### src/rtl/dag_pkg.sv
package dag_pkg;
  localparam int unsigned WORD_W = 32;
  localparam logic [WORD_W-1:0] CHAL_TAPS = 32'h8020_0003;

  typedef logic [WORD_W-1:0] word_t;

  typedef struct packed {
    logic ctrl_wr;
    logic ctrl_rise;
    logic ctrl_full;
    logic auth_hit;
    logic auth_miss;
    logic fwd;
    logic reject;
  } wr_dec_t;

  // One Galois step of the challenge LFSR.
  function automatic word_t chal_next(word_t s);
    return (s >> 1) ^ (s[0] ? CHAL_TAPS : '0);
  endfunction

  // Expected answer; the sum wraps at the word width.
  function automatic word_t key_of(word_t ch, word_t secret);
    return ch + secret;
  endfunction
endpackage

### src/rtl/dag_chal_src.sv
module dag_chal_src
  import dag_pkg::*;
#(
  parameter word_t SEED = 32'h1234_5678
) (
  input  logic  clk,
  input  logic  rst_n,
  input  logic  advance,
  output word_t chal
);
  localparam word_t SEED_SAFE  = (SEED == '0) ? word_t'(1) : SEED;
  localparam word_t CHAL_RESET = chal_next(SEED_SAFE);

  always_ff @(posedge clk) begin
    if (!rst_n)       chal <= CHAL_RESET;
    else if (advance) chal <= chal_next(chal);
  end
endmodule

### src/rtl/dag_wr_policy.sv
module dag_wr_policy
  import dag_pkg::*;
#(
  parameter int unsigned        ADDR_W     = 7,
  parameter logic [ADDR_W-1:0]  ADDR_CTRL  = 7'h10,
  parameter logic [ADDR_W-1:0]  ADDR_AUTH  = 7'h31,
  parameter bit                 REQ_AUTH   = 1'b1,
  parameter word_t              SECRET     = 32'hF00D_BEEF,
  parameter int unsigned        ACTIVE_BIT = 0
) (
  input  logic              wr_en,
  input  logic [ADDR_W-1:0] wr_addr,
  input  word_t             wr_data,
  input  logic              authed,
  input  logic              active,
  input  word_t             chal,
  output wr_dec_t           dec
);
  logic is_ctrl, is_auth, key_ok, authed_eff, req;

  always_comb begin
    req        = REQ_AUTH;
    is_ctrl    = (wr_addr == ADDR_CTRL);
    is_auth    = (wr_addr == ADDR_AUTH);
    key_ok     = (wr_data == key_of(chal, SECRET));

    dec.auth_hit  = wr_en & is_auth & req & key_ok;
    dec.auth_miss = wr_en & is_auth & req & ~key_ok;
    dec.ctrl_wr   = wr_en & is_ctrl;
    dec.ctrl_rise = dec.ctrl_wr & wr_data[ACTIVE_BIT] & ~active;
    authed_eff    = dec.ctrl_rise ? ~req : authed;
    dec.ctrl_full = dec.ctrl_wr & wr_data[ACTIVE_BIT] & authed_eff;
    dec.fwd       = wr_en & ~is_ctrl & ~is_auth & authed;
    dec.reject    = wr_en & ~is_ctrl & ~is_auth & ~authed;
  end
endmodule

### src/rtl/dag_hart_flags.sv
module dag_hart_flags #(
  parameter int unsigned NHARTS = 4,
  parameter int unsigned HSEL_W = 2
) (
  input  logic              clk,
  input  logic              rst_n,
  input  logic [NHARTS-1:0] hart_rst,
  input  logic [NHARTS-1:0] halt_evt,
  input  logic              ack_clr,
  input  logic [HSEL_W-1:0] ack_sel,
  output logic [NHARTS-1:0] have_reset,
  output logic [NHARTS-1:0] halted
);
  for (genvar h = 0; h < NHARTS; h++) begin : g_hart
    logic ack_me;
    assign ack_me = ack_clr && (ack_sel == HSEL_W'(h));

    always_ff @(posedge clk) begin
      if (!rst_n) begin
        have_reset[h] <= 1'b0;
        halted[h]     <= 1'b0;
      end else if (hart_rst[h]) begin
        have_reset[h] <= 1'b1;
        halted[h]     <= 1'b0;
      end else begin
        if (ack_me)      have_reset[h] <= 1'b0;
        if (halt_evt[h]) halted[h]     <= 1'b1;
      end
    end
  end
endmodule

### src/rtl/dbg_auth_gate.sv
module dbg_auth_gate
  import dag_pkg::*;
#(
  parameter int unsigned       NHARTS    = 4,
  parameter int unsigned       ADDR_W    = 7,
  parameter logic [ADDR_W-1:0] ADDR_CTRL = 7'h10,
  parameter logic [ADDR_W-1:0] ADDR_STAT = 7'h11,
  parameter logic [ADDR_W-1:0] ADDR_AUTH = 7'h31,
  parameter bit                REQ_AUTH  = 1'b1,
  parameter word_t             SECRET    = 32'hF00D_BEEF,
  parameter word_t             SEED      = 32'h1234_5678,
  parameter int unsigned       SEL_LSB   = 16,
  localparam int unsigned      HSEL_W    = (NHARTS > 1) ? $clog2(NHARTS) : 1
) (
  input  logic              clk,
  input  logic              rst_n,
  input  logic              wr_en,
  input  logic [ADDR_W-1:0] wr_addr,
  input  logic [31:0]       wr_data,
  input  logic [ADDR_W-1:0] rd_addr,
  output logic [31:0]       rd_data,
  output logic              resp_valid,
  output logic              resp_err,
  output logic              fwd_valid,
  output logic [ADDR_W-1:0] fwd_addr,
  output logic [31:0]       fwd_data,
  input  logic [NHARTS-1:0] hart_rst,
  input  logic [NHARTS-1:0] halt_evt,
  output logic              authenticated,
  output logic              dm_active,
  output logic [HSEL_W-1:0] hart_sel
);
  localparam int unsigned ACTIVE_BIT = 0;
  localparam int unsigned ACK_BIT    = 1;
  localparam int unsigned SEL_SPAN   = 1 << HSEL_W;
  localparam int unsigned ST_AUTH    = 0;
  localparam int unsigned ST_ANY     = 1;
  localparam int unsigned ST_ALL     = 2;
  localparam int unsigned ST_HALT    = 3;
  localparam int unsigned ST_ACT     = 4;

  // Named internal events, observed by the bound checker.
  wr_dec_t             dec;
  word_t               chal;
  logic                auth_hit, auth_miss, ctrl_rise, chal_adv;
  logic [NHARTS-1:0]   have_reset, halted;
  logic [HSEL_W-1:0]   sel_field;
  logic [SEL_SPAN-1:0] hr_pad, halt_pad;

  assign auth_hit  = dec.auth_hit;
  assign auth_miss = dec.auth_miss;
  assign ctrl_rise = dec.ctrl_rise;
  assign chal_adv  = auth_miss | ctrl_rise;
  assign sel_field = wr_data[SEL_LSB +: HSEL_W];

  dag_wr_policy #(
    .ADDR_W(ADDR_W), .ADDR_CTRL(ADDR_CTRL), .ADDR_AUTH(ADDR_AUTH),
    .REQ_AUTH(REQ_AUTH), .SECRET(SECRET), .ACTIVE_BIT(ACTIVE_BIT)
  ) policy_i (
    .wr_en(wr_en), .wr_addr(wr_addr), .wr_data(wr_data),
    .authed(authenticated), .active(dm_active), .chal(chal), .dec(dec)
  );

  dag_chal_src #(.SEED(SEED)) chal_i (
    .clk(clk), .rst_n(rst_n), .advance(chal_adv), .chal(chal)
  );

  dag_hart_flags #(.NHARTS(NHARTS), .HSEL_W(HSEL_W)) flags_i (
    .clk(clk), .rst_n(rst_n), .hart_rst(hart_rst), .halt_evt(halt_evt),
    .ack_clr(dec.ctrl_full & wr_data[ACK_BIT]), .ack_sel(sel_field),
    .have_reset(have_reset), .halted(halted)
  );

  // Authentication and control state.
  always_ff @(posedge clk) begin
    if (!rst_n) begin
      authenticated <= ~REQ_AUTH;
      dm_active     <= 1'b0;
      hart_sel      <= '0;
    end else begin
      if (dec.ctrl_rise)      authenticated <= ~REQ_AUTH;
      else if (dec.auth_hit)  authenticated <= 1'b1;
      else if (dec.auth_miss) authenticated <= 1'b0;

      if (dec.ctrl_wr) dm_active <= wr_data[ACTIVE_BIT];

      if (dec.ctrl_full)      hart_sel <= sel_field;
      else if (dec.ctrl_rise) hart_sel <= '0;
    end
  end

  // Write response and forwarding stage.
  always_ff @(posedge clk) begin
    if (!rst_n) begin
      resp_valid <= 1'b0;
      resp_err   <= 1'b0;
      fwd_valid  <= 1'b0;
      fwd_addr   <= '0;
      fwd_data   <= '0;
    end else begin
      resp_valid <= wr_en;
      resp_err   <= dec.reject;
      fwd_valid  <= dec.fwd;
      if (dec.fwd) begin
        fwd_addr <= wr_addr;
        fwd_data <= wr_data;
      end
    end
  end

  // Read side.
  assign hr_pad   = SEL_SPAN'(have_reset);
  assign halt_pad = SEL_SPAN'(halted);

  always_comb begin
    rd_data = '0;
    if (rd_addr == ADDR_CTRL) begin
      rd_data[ACTIVE_BIT]          = dm_active;
      rd_data[SEL_LSB +: HSEL_W]   = hart_sel;
    end else if (rd_addr == ADDR_STAT) begin
      rd_data[ST_AUTH] = authenticated;
      rd_data[ST_ANY]  = hr_pad[hart_sel];
      rd_data[ST_ALL]  = hr_pad[hart_sel];
      rd_data[ST_HALT] = halt_pad[hart_sel];
      rd_data[ST_ACT]  = dm_active;
    end else if (rd_addr == ADDR_AUTH) begin
      rd_data = chal;
    end
  end
endmodule

### config.mk
export PLATFORM = sky130hd
export DESIGN_NAME = dbg_auth_gate
export DESIGN_NICKNAME = d
export VERILOG_FILES = /design/src/rtl/dag_pkg.sv /design/src/rtl/dag_chal_src.sv /design/src/rtl/dag_wr_policy.sv /design/src/rtl/dag_hart_flags.sv /design/src/rtl/dbg_auth_gate.sv
export SDC_FILE = /design/constraint.sdc
export NUM_CORES = 1
export LEC_CHECK = 0
export BUFFER_PORTS_ARGS = -buffer_cell sky130_fd_sc_hd__buf_2
export CELL_PAD_IN_SITES_DETAIL_PLACEMENT = 0
export CELL_PAD_IN_SITES_GLOBAL_PLACEMENT = 1
export CORE_ASPECT_RATIO = 0.8
export CORE_UTILIZATION = 40
export CTS_CLUSTER_DIAMETER = 50
export CTS_CLUSTER_SIZE = 16
export DETAILED_ROUTE_END_ITERATION = 10
export PLACE_DENSITY_LB_ADDON = 0.12
export SETUP_SLACK_MARGIN = 0.15
export SLEW_MARGIN = 5
export SYNTH_ARGS = -nofsm -noshare
export SYNTH_HDL_FRONTEND = slang
export SYNTH_HIERARCHICAL = 1
export SYNTH_SLANG_ARGS = --single-unit
export TNS_END_PERCENT = 10
### constraint.sdc
create_clock -name clk -period 3.5 [get_ports clk]
set_input_delay 0.525 -clock clk [delete_from_list [all_inputs] [get_ports clk]]
set_output_delay 0.525 -clock clk [all_outputs]
set_load 0.02 [all_outputs]
==> impl_metrics.tcl, run 1 <==
set metrics [dict create \
    dieWidth_um 129 \
    period_minus_slack_ns 3.23 \
    cts_hold_buf 0 \
    endpoint_kind "register" \
    ys_async_sr_fraction_pct 0 \
    worst_pin_slew_ns 1.00 \
    finalSetupViolations 0 \
    drc 0 \
    crit_path_start "chal_i/chal[0]" \
    status "completed" \
    first_global_vias 4315 \
    die_y_um 104 \
    final_cell_mix "134 x buf_2, 83 x dfxtp_1, 70 x mux2i_1" \
    cpMostUsedCell "a21oi_1" \
    setup.worst_path.class "register to register" \
    dp.final_hpwl_um 11200 \
    path_clk_slew_ns 0.06 \
    r2r_slack_ns 0.27 \
    syn_area_per_cell_um2 9.15 \
    setup_tns_ns 0 \
    fmax_mhz 309 \
    crit_path_max_incr_delay_ns 0.54 \
    grt_pass1_wl_um 22900 \
    start_util_pct 41.7 \
    cp_max_fo 18 \
    seq_area_um2 1730 \
    ys.flop_type "dfxtp_1" \
    crit_chain "o41a_1, o32a_1, xnor2_1, o21ai_1, or4b_4, nor4_4, a21oi_1, or2_4, buf_12, a21bo_2, a21oi_1" \
    pin_count 135 \
    track_usage_pct 22.1 \
    maxSlewViolCount 0 \
    endpoint "chal_i/chal[0]" \
    arrival_ns 3.51 \
    yosysSeqAreaShare_pct 33.3 \
    firstDrtPassIters 5 \
    cts_max_path_buffers 2 \
    synth_edf_count 0 \
    max_cap_violations 0 \
    rsz0062_at_grt "false" \
    portBuffers 134 \
    multi_input_area_um2 3230 \
    layout.nets 772 \
    syn-cell-area_um2 5160 \
    core_area_um2 12400 \
    post-route-util_pct 52.1 \
    root_buffer "clkbuf_16" \
    synth-warning-count 6 \
    r2r_end "chal_i/chal[0]" \
    numCtsBuffers 9 \
    slew_headroom_pct 33.3 \
    routed_wl_um 14700 \
    critPathLaunchType "register" \
    synth-seq-cells 86 \
    finalHoldViolCount 0 \
    rows 36 \
    final_common_cell "buf_2" \
    cp.required_ns 3.78 \
    cpMaxStageDelayCell "or4b_4" \
    fin_skew_ns 0.00671 \
    via_per_inst 5.16 \
    area_delta_synth_final_pct 25.0 \
    gp_congestion 0.929 \
    ys_types 78 \
    cts_max_level 3 \
    fillers 1217 \
    grt_overflow 0 \
    wl_per_cell_um 16.6 \
    clk_latency_ns 0.35 \
    syn_nets 622 \
    r2r-start "chal_i/chal[0]" \
    vias 4595 \
    syn_inst 564 \
    drt_first_iter_violations 221 \
    layout-drive-gt1-share_pct 33.2 \
    dieArea_um2 13400 \
    p_per_area_nw_per_um2 318 \
    clock_sinks 86 \
    peakVddDrop_v 0.000278 \
    static-leakage-power_nw 2.67 \
    grt_max_degree 43 \
    hp-class "primary input to register" \
    antenna_found_initial 0 \
    worstRegToRegCells 11 \
    post-route-period-util_pct 92.4 \
    ant_nets 0 \
    cts_tree "done" \
]
-- power by group --
part / internal (mW) / switching, mW / total (mW)
Combinational: 0.0747 / 0.0928 / 0.168
Clock: 0.482 / 0.411 / 0.893
Sequential: 0.986 / 0.00493 / 0.991
-- cells by family (layout without fill, tap and decap cells) --
group                      after synthesis  count (layout)  synth area share [%]
muxes                                   76              76                  15.3
other                                    0               1                     0
AOI/OAI and AO/OA                       91              91                  12.4
xor gates and xnor gates                39              39                  6.88
adders and majority gates                1               1                 0.242
and+or+nand+nor                        230             230                  26.0
buffers and inverters                   41             196                  5.82
DFF                                     86              86                  33.3
-- cell type report --
| type | instances | share of cell area, % |
|---|---|---|
| multi-input cells | 437 | 50.1 |
| flip-flops and latches | 86 | 26.7 |
| repair buffers | 170 | 15.0 |
| clock buffers | 9 | 3.49 |
| well taps | 171 | 3.31 |
| clock inverters | 7 | 0.737 |
| inverters | 10 | 0.582 |
| diodes | 1 | 0.0388 |
-- state kept, by name, summed over array words and instances (netlist names) --
name,cells
resp_valid,1
resp_err,1
flags_i/have_reset,4
chal_i/chal,32
fwd_addr,7
authenticated,1
fwd_valid,1
flags_i/halted,4
fwd_data,32
hart_sel,2
dm_active,1
-- routing by layer --
metal	global-route usage [%]	share of wire, %	vias up
met5	0	0	-
met4	5.04	0.89	0
met3	5.58	6.3	11
met2	32.5	42	151
met1	32.2	51	2136
li1	-	-	2297
-- Yosys cell counts (all sizes together) (3+ instances only) --
cell	n	area share (%)
inv	10	0.73
a211oi	3	0.44
o31ai	4	0.68
xor2	22	3.7
and2	30	4.0
a21oi	21	2.0
nand2b	6	0.73
nor3	10	1.2
nor4	6	0.97
nor2	39	2.8
and4	3	0.56
nor4b	4	0.68
nand3	6	0.58
nor3b	8	1.2
xnor2	16	2.7
o211ai	4	0.58
nand2	38	2.8
a311oi	3	0.51
and3	3	0.39
clkbuf	12	1.3
o21ai	19	1.9
or2	6	0.73
o21a	4	0.58
a2111oi	3	0.51
dfxtp	86	33
mux2i	73	14
nor2b	54	6.5
a31oi	5	0.61
buf	19	3.8
o211a	3	0.58
nand4	6	0.73
a22oi	3	0.44
-- critical path, delay by kind of cell, from the launching register on --
kind | cells | cell delay, ns
AOI/OAI and AO/OA | 6 | 1.44
xor gates and xnor gates | 1 | 0.18
buffers and inverters | 1 | 0.18
DFF | 1 | 0.36
and+or+nand+nor | 3 | 0.99
-- stage by stage --
step	cell area (µm²)	hold WS, ns	std cells	power [mW]	setup WS [ns]
after detailed placement	6050	0.485	872	1.18	0.0970
after global routing	6450	0.364	890	2.13	0.112
after CTS	6340	0.345	888	2.07	0.171
after floorplan	5160	0.467	564	1.10	0.354
after global placement	6050	0.485	872	1.18	0.157
final	6450	0.357	891	2.05	0.266
-- worst min path at each step --
| stage | from | depth (start not counted) | slack (ns) | endpoint |
|---|---|---|---|---|
| 6_report | hart_rst[0] | 2 | 0.36 | flags_i/halted[0] |
| 5_1_grt | hart_rst[0] | 2 | 0.36 | flags_i/halted[0] |
| 4_1_cts | hart_rst[0] | 2 | 0.34 | flags_i/halted[0] |
| 3_5_place_dp | flags_i/halted[3] | 1 | 0.49 | flags_i/halted[3] |
| 3_3_place_gp | flags_i/halted[2] | 2 | 0.49 | flags_i/halted[2] |
| 2_1_floorplan | flags_i/halted[3] | 1 | 0.47 | flags_i/halted[3] |
-- repair_timing --
item	CTS	global route
endpoints found under the setup margin	30	32
cloned	0	1
resized for setup	3	17
buffers inserted	0	1
hold endpoints to repair	0	0
pin swaps	0	2
Note: power is estimated with default switching activity, not from simulation.
==> run 2: changes to the inputs <==
- ABC_AREA: not set -> 1
- CORE_UTILIZATION: 40 -> 37
==> impl_metrics.tcl, run 2 <==
set metrics [dict create \
    hp-class "primary input to register" \
    synth.top_cell.area_share_pct 31.1 \
    synth-warning-count 6 \
    maxSlewViolCount 0 \
    violations "design-rule violations" \
    finalSetupViolations 0 \
    diodes 0 \
    synth_edf_count 0 \
    cts_max_path_buffers 2 \
    placed_cell_area_um2 6330 \
    path_clk_slew_ns 0.07 \
    critPathLaunchType "register" \
    track_usage_pct 22.9 \
    fmax_mhz 334 \
    clk_latency_ns 0.34 \
    period_minus_slack_ns 2.99 \
    fin_total_pwr_mw 2.22 \
    fin_skew_ns 0.00975 \
    multi_input_area_um2 3100 \
    worst_pin_slew_ns 0.818 \
    endpoint_kind "register" \
    layout-drive-gt1-share_pct 19.2 \
    area_delta_synth_final_pct 20.4 \
    setup.worst_path.class "register to register" \
    first_global_vias 5329 \
    post-route-period-util_pct 85.4 \
    arrival_ns 3.27 \
    rsz0062_at_grt "false" \
    drt_first_iter_violations 413 \
    drc 6 \
    cp_max_fo 37 \
    pin_count 135 \
    peakVddDrop_v 0.000232 \
    netlist_top_cells_area "dfxtp_1 31%, nand2_1 17%, nor2_1 12%" \
    ys_types 32 \
    dp.final_hpwl_um 13400 \
    syn_nets 989 \
    internal_power_mw 1.68 \
    syn_area_per_cell_um2 5.94 \
    core_area_um2 14400 \
    finalHoldViolCount 0 \
    dieWidth_um 139 \
    die_y_um 111 \
    cts_hold_buf 0 \
    comb_power_share_pct 7.7 \
    static-leakage-power_nw 3.76 \
    power_frac_seq_pct 44.8 \
    synth_top_cell_by_area "dfxtp_1" \
    ant_nets 0 \
    post_cts_buffers 0 \
    synth_common_cells "245 x nand2_1, 183 x nor2_1, 136 x inv_1" \
    max_cap_violations 0 \
    cts_tree "done" \
    fillers 1603 \
    clock_sinks 86 \
    portBuffers 134 \
    antenna_found_initial 0 \
    largestRegisters "chal_i/chal: 32 flops, fwd_data: 32 flops, fwd_addr: 7 flops" \
    fin_area_um2 6660 \
    yosysMostFrequentCell "nand2_1" \
    final_cell_mix "245 x nand2_1, 182 x nor2_1, 136 x inv_1" \
    ys.flop_type "dfxtp_1" \
    cts_max_level 3 \
    cts_resized 0 \
    p_per_area_nw_per_um2 333 \
    synth-seq-cells 86 \
    seq_area_um2 1720 \
    rows 39 \
    place_ws_ns 0.394 \
    grt_overflow 0 \
    swShare_pct 24.2 \
    final_common_cell "nand2_1" \
    setup_tns_ns 0 \
    netSwitchingPower_mw 0.538 \
    syn_inst 931 \
    routed_wl_um 17300 \
    start_util_pct 38.3 \
    root_buffer "clkbuf_16" \
    yosysSeqAreaShare_pct 31.1 \
    firstDrtPassIters 8 \
    via_per_inst 4.82 \
    syn-cell-area_um2 5530 \
    wl_per_cell_um 13.8 \
    dieArea_um2 15400 \
    layout_setup_ws_ns 0.510 \
    numCtsBuffers 9 \
    grt_max_degree 49 \
    p_clk_share_pct 47.5 \
    vias 6024 \
    cp.required_ns 3.78 \
    layout.nets 1119 \
    ys_async_sr_fraction_pct 0 \
    worst_hold_slack_ns 0.352 \
    slew_headroom_pct 45.5 \
    status "finished, violations left" \
    grt_pass1_wl_um 28100 \
    gp_congestion 0.871 \
]
[run 2: cell count changes after synthesis, moves of 14 or more]
cell     previous run  this run
nand2_1            38       245
nor2_1             39       183
inv_1               9       136
nand3_1             6        85
mux2i_1            73         0
nor2b_1            54         0
o21ai_0            12        50
nor2_2              0        22
and2_1             16         0
and2_2             14         0
[run 2: layout make-up]
cell class	count	share of cell area, %
well taps	184	3.46
clock buffers	10	3.44
flip-flops and latches	86	25.9
clock inverters	6	1.41
inverters	141	8.06
repair buffers	144	11.3
multi-input cells	679	46.5
[run 2: worst paths after layout]
kind / slack [ns] / start / cells after the start / endpoint
worst max register to register: 0.51 / chal_i/chal[0] / 22 / chal_i/chal[22]
worst min-delay path: 0.35 / hart_rst[0] / 2 / flags_i/halted[0]
worst min register to register: 0.46 / flags_i/have_reset[1] / 2 / flags_i/have_reset[1]
worst max-delay path: 0.51 / chal_i/chal[0] / 22 / chal_i/chal[22]
[run 2: stage by stage]
stage	utilization, %	std cells
4_1_cts	46.1	1250
2_1_floorplan	-	931
5_1_grt	46.1	1250
3_5_place_dp	43.8	1234
6_report	46.1	1250
3_3_place_gp	43.8	1234
[run 2: logic make-up after synthesis]
kind of cell,count (synthesis),share of synthesized area (%)
AOI/OAI and AO/OA,83,7.71
xor gates and xnor gates,22,3.48
adders and majority gates,1,0.226
buffers and inverters,166,12.9
DFF,86,31.1
and+or+nand+nor,573,44.5
[run 2: power groups by stage]
stage	clock (mW)	combinational, mW	sequential (mW)
2_1_floorplan	0	0.0926	1.02
3_3_place_gp	0	0.172	1.02
3_5_place_dp	0	0.170	1.02
4_1_cts	1.08	0.171	0.995
5_1_grt	1.11	0.193	0.996
6_report	1.05	0.170	0.995
[run 2: worst max-delay path: stages (launching register included)]
cell and delay (ns):
dfxtp_2 0.41, inv_1 0.12, ha_1 0.30, nand2_2 0.13, nand2_2 0.09, nand2_1 0.12, nand2_2 0.10, nand2_1 0.12
nand2_1 0.11, nand2_1 0.09, nand2_1 0.05, nand3_1 0.08, nand2_1 0.05, nor2_1 0.09, nand2_1 0.08, nor2_2 0.15
a21oi_1 0.08, inv_1 0.07, nand2_1 0.06, buf_6 0.20, inv_8 0.18, o21ai_0 0.11, a21oi_1 0.13
[run 2: metal layers]
metal  part of all wire (%)  vias up  global-route usage (%)
li1                       -     3114                       -
met1                     51     2722                    34.3
met2                     42      175                    34.1
met3                    5.6       13                    4.04
met4                    1.0        0                    4.59
met5                      0        -                       0
==> run 3: changes to the inputs <==
- CTS_BUF_LIST: not set -> sky130_fd_sc_hd__clkbuf_16
==> impl_metrics.tcl, run 3 (synthesis results as in run 2) <==
set metrics [dict create \
    fin_total_pwr_mw 2.22 \
    peakVddDrop_v 0.000232 \
    dp.final_hpwl_um 13400 \
    static-leakage-power_nw 3.76 \
    rows 39 \
    fin_skew_ns 0.0119 \
    core_area_um2 14400 \
    routed_wl_um 17300 \
    cp.required_ns 3.78 \
    slew_headroom_pct 45.0 \
    critPathLaunchType "register" \
    grt_max_degree 49 \
    grt_pass1_wl_um 28100 \
    maxSlewViolCount 0 \
    fmax_mhz 335 \
    max_cap_violations 0 \
    layout.nets 1119 \
    numCtsBuffers 9 \
    fin_area_um2 6660 \
    final_cell_mix "245 x nand2_1, 182 x nor2_1, 137 x inv_1" \
    drt_first_iter_violations 413 \
    root_buffer "clkbuf_16" \
    antenna_found_initial 0 \
    track_usage_pct 22.9 \
    final_common_cell "nand2_1" \
    hp-class "primary input to register" \
    dieWidth_um 139 \
    cp_max_fo 37 \
    rsz0062_at_grt "false" \
    portBuffers 134 \
    diodes 0 \
    cts_max_path_buffers 2 \
    setup_tns_ns 0 \
    status "finished, violations left" \
    p_per_area_nw_per_um2 333 \
    cts_max_level 3 \
    period_minus_slack_ns 2.99 \
    via_per_inst 4.82 \
    drc 6 \
    setup.worst_path.class "register to register" \
    start_util_pct 38.3 \
    worst_hold_slack_ns 0.352 \
    post-route-period-util_pct 85.3 \
    arrival_ns 3.27 \
    largestRegisters "chal_i/chal: 32 flops, fwd_data: 32 flops, fwd_addr: 7 flops" \
    hold_path_depth 2 \
    finalHoldViolCount 0 \
    path_clk_slew_ns 0.07 \
    finalSetupViolations 0 \
    cts_tree "done" \
    vias 6028 \
    placed_cell_area_um2 6330 \
    firstDrtPassIters 8 \
    grt_overflow 0 \
    post-route-util_pct 46.1 \
    worstRegToRegCells 22 \
    ant_nets 0 \
    layout-drive-gt1-share_pct 19.2 \
    wl_per_cell_um 13.8 \
    first_global_vias 5329 \
    area_delta_synth_final_pct 20.4 \
    clk_latency_ns 0.35 \
    violations "design-rule violations" \
    worst_pin_slew_ns 0.825 \
    pin_count 135 \
    gp_congestion 0.871 \
    clock_sinks 86 \
    die_y_um 111 \
    cts_hold_buf 0 \
    dieArea_um2 15400 \
    endpoint_kind "register" \
]
run 3: cell count changes in the layout (fill, tap and decap cells not counted), sizes merged:
| cell | before | now |
|---|---|---|
| clkbuf | 10 | 9 |
| inv | 142 | 143 |
run 3: what timing repair did:
action | 4_1_cts | 5_1_grt
endpoints found under the setup margin | 0 | 31
endpoints found under the hold margin | 0 | 0
gates resized for setup | 0 | 2
setup buffers | 0 | 0
run 3: worst paths after layout:
check / start / end / slack [ns]
max: chal_i/chal[0] / chal_i/chal[22] / 0.51
min: hart_rst[0] / flags_i/halted[0] / 0.35
max reg2reg: chal_i/chal[0] / chal_i/chal[22] / 0.51
min reg2reg: flags_i/have_reset[1] / flags_i/have_reset[1] / 0.46
run 3: where the power goes:
| group | switching, mW | internal [mW] |
|---|---|---|
| sequential | 0.00830 | 0.987 |
| combinational | 0.106 | 0.0642 |
| clock | 0.425 | 0.628 |
run 3: layout make-up:
type	instances	area (µm²)
Tap cell	184	230
Clock buffer	9	225
Multi-Input combinational cell	679	3100
Inverter	141	537
Fill cell	1603	7780
Timing Repair Buffer	144	749
Clock inverter	7	97.6
Sequential cell	86	1720
run 3: worst max-delay path, stage by stage, from the launching register on:
cell and delay, ns:
dfxtp_2 0.41, inv_1 0.12, ha_1 0.30, nand2_2 0.13, nand2_2 0.09, nand2_1 0.12, nand2_2 0.10, nand2_1 0.12
nand2_1 0.11, nand2_1 0.09, nand2_1 0.05, nand3_1 0.08, nand2_1 0.05, nor2_1 0.09, nand2_1 0.08, nor2_2 0.15
a21oi_1 0.08, inv_1 0.07, nand2_1 0.06, buf_6 0.20, inv_8 0.18, o21ai_0 0.11, a21oi_1 0.13
run 3: layer usage:
metal / GRT usage (%) / vias up / share of wire [%]
met5: 0 / - / 0
met4: 4.59 / 0 / 1.0
met3: 4.04 / 13 / 5.6
met2: 34.1 / 180 / 42
met1: 34.3 / 2720 / 51
li1: - / 3115 / -
run 3: per-stage QoR:
stage / std cells / worst slack [ns]
detailed placement: 1234 / 0.394
finish: 1250 / 0.514
global placement: 1234 / 0.515
CTS: 1250 / 0.364
floorplan: 931 / 1.02
global route: 1250 / 0.182
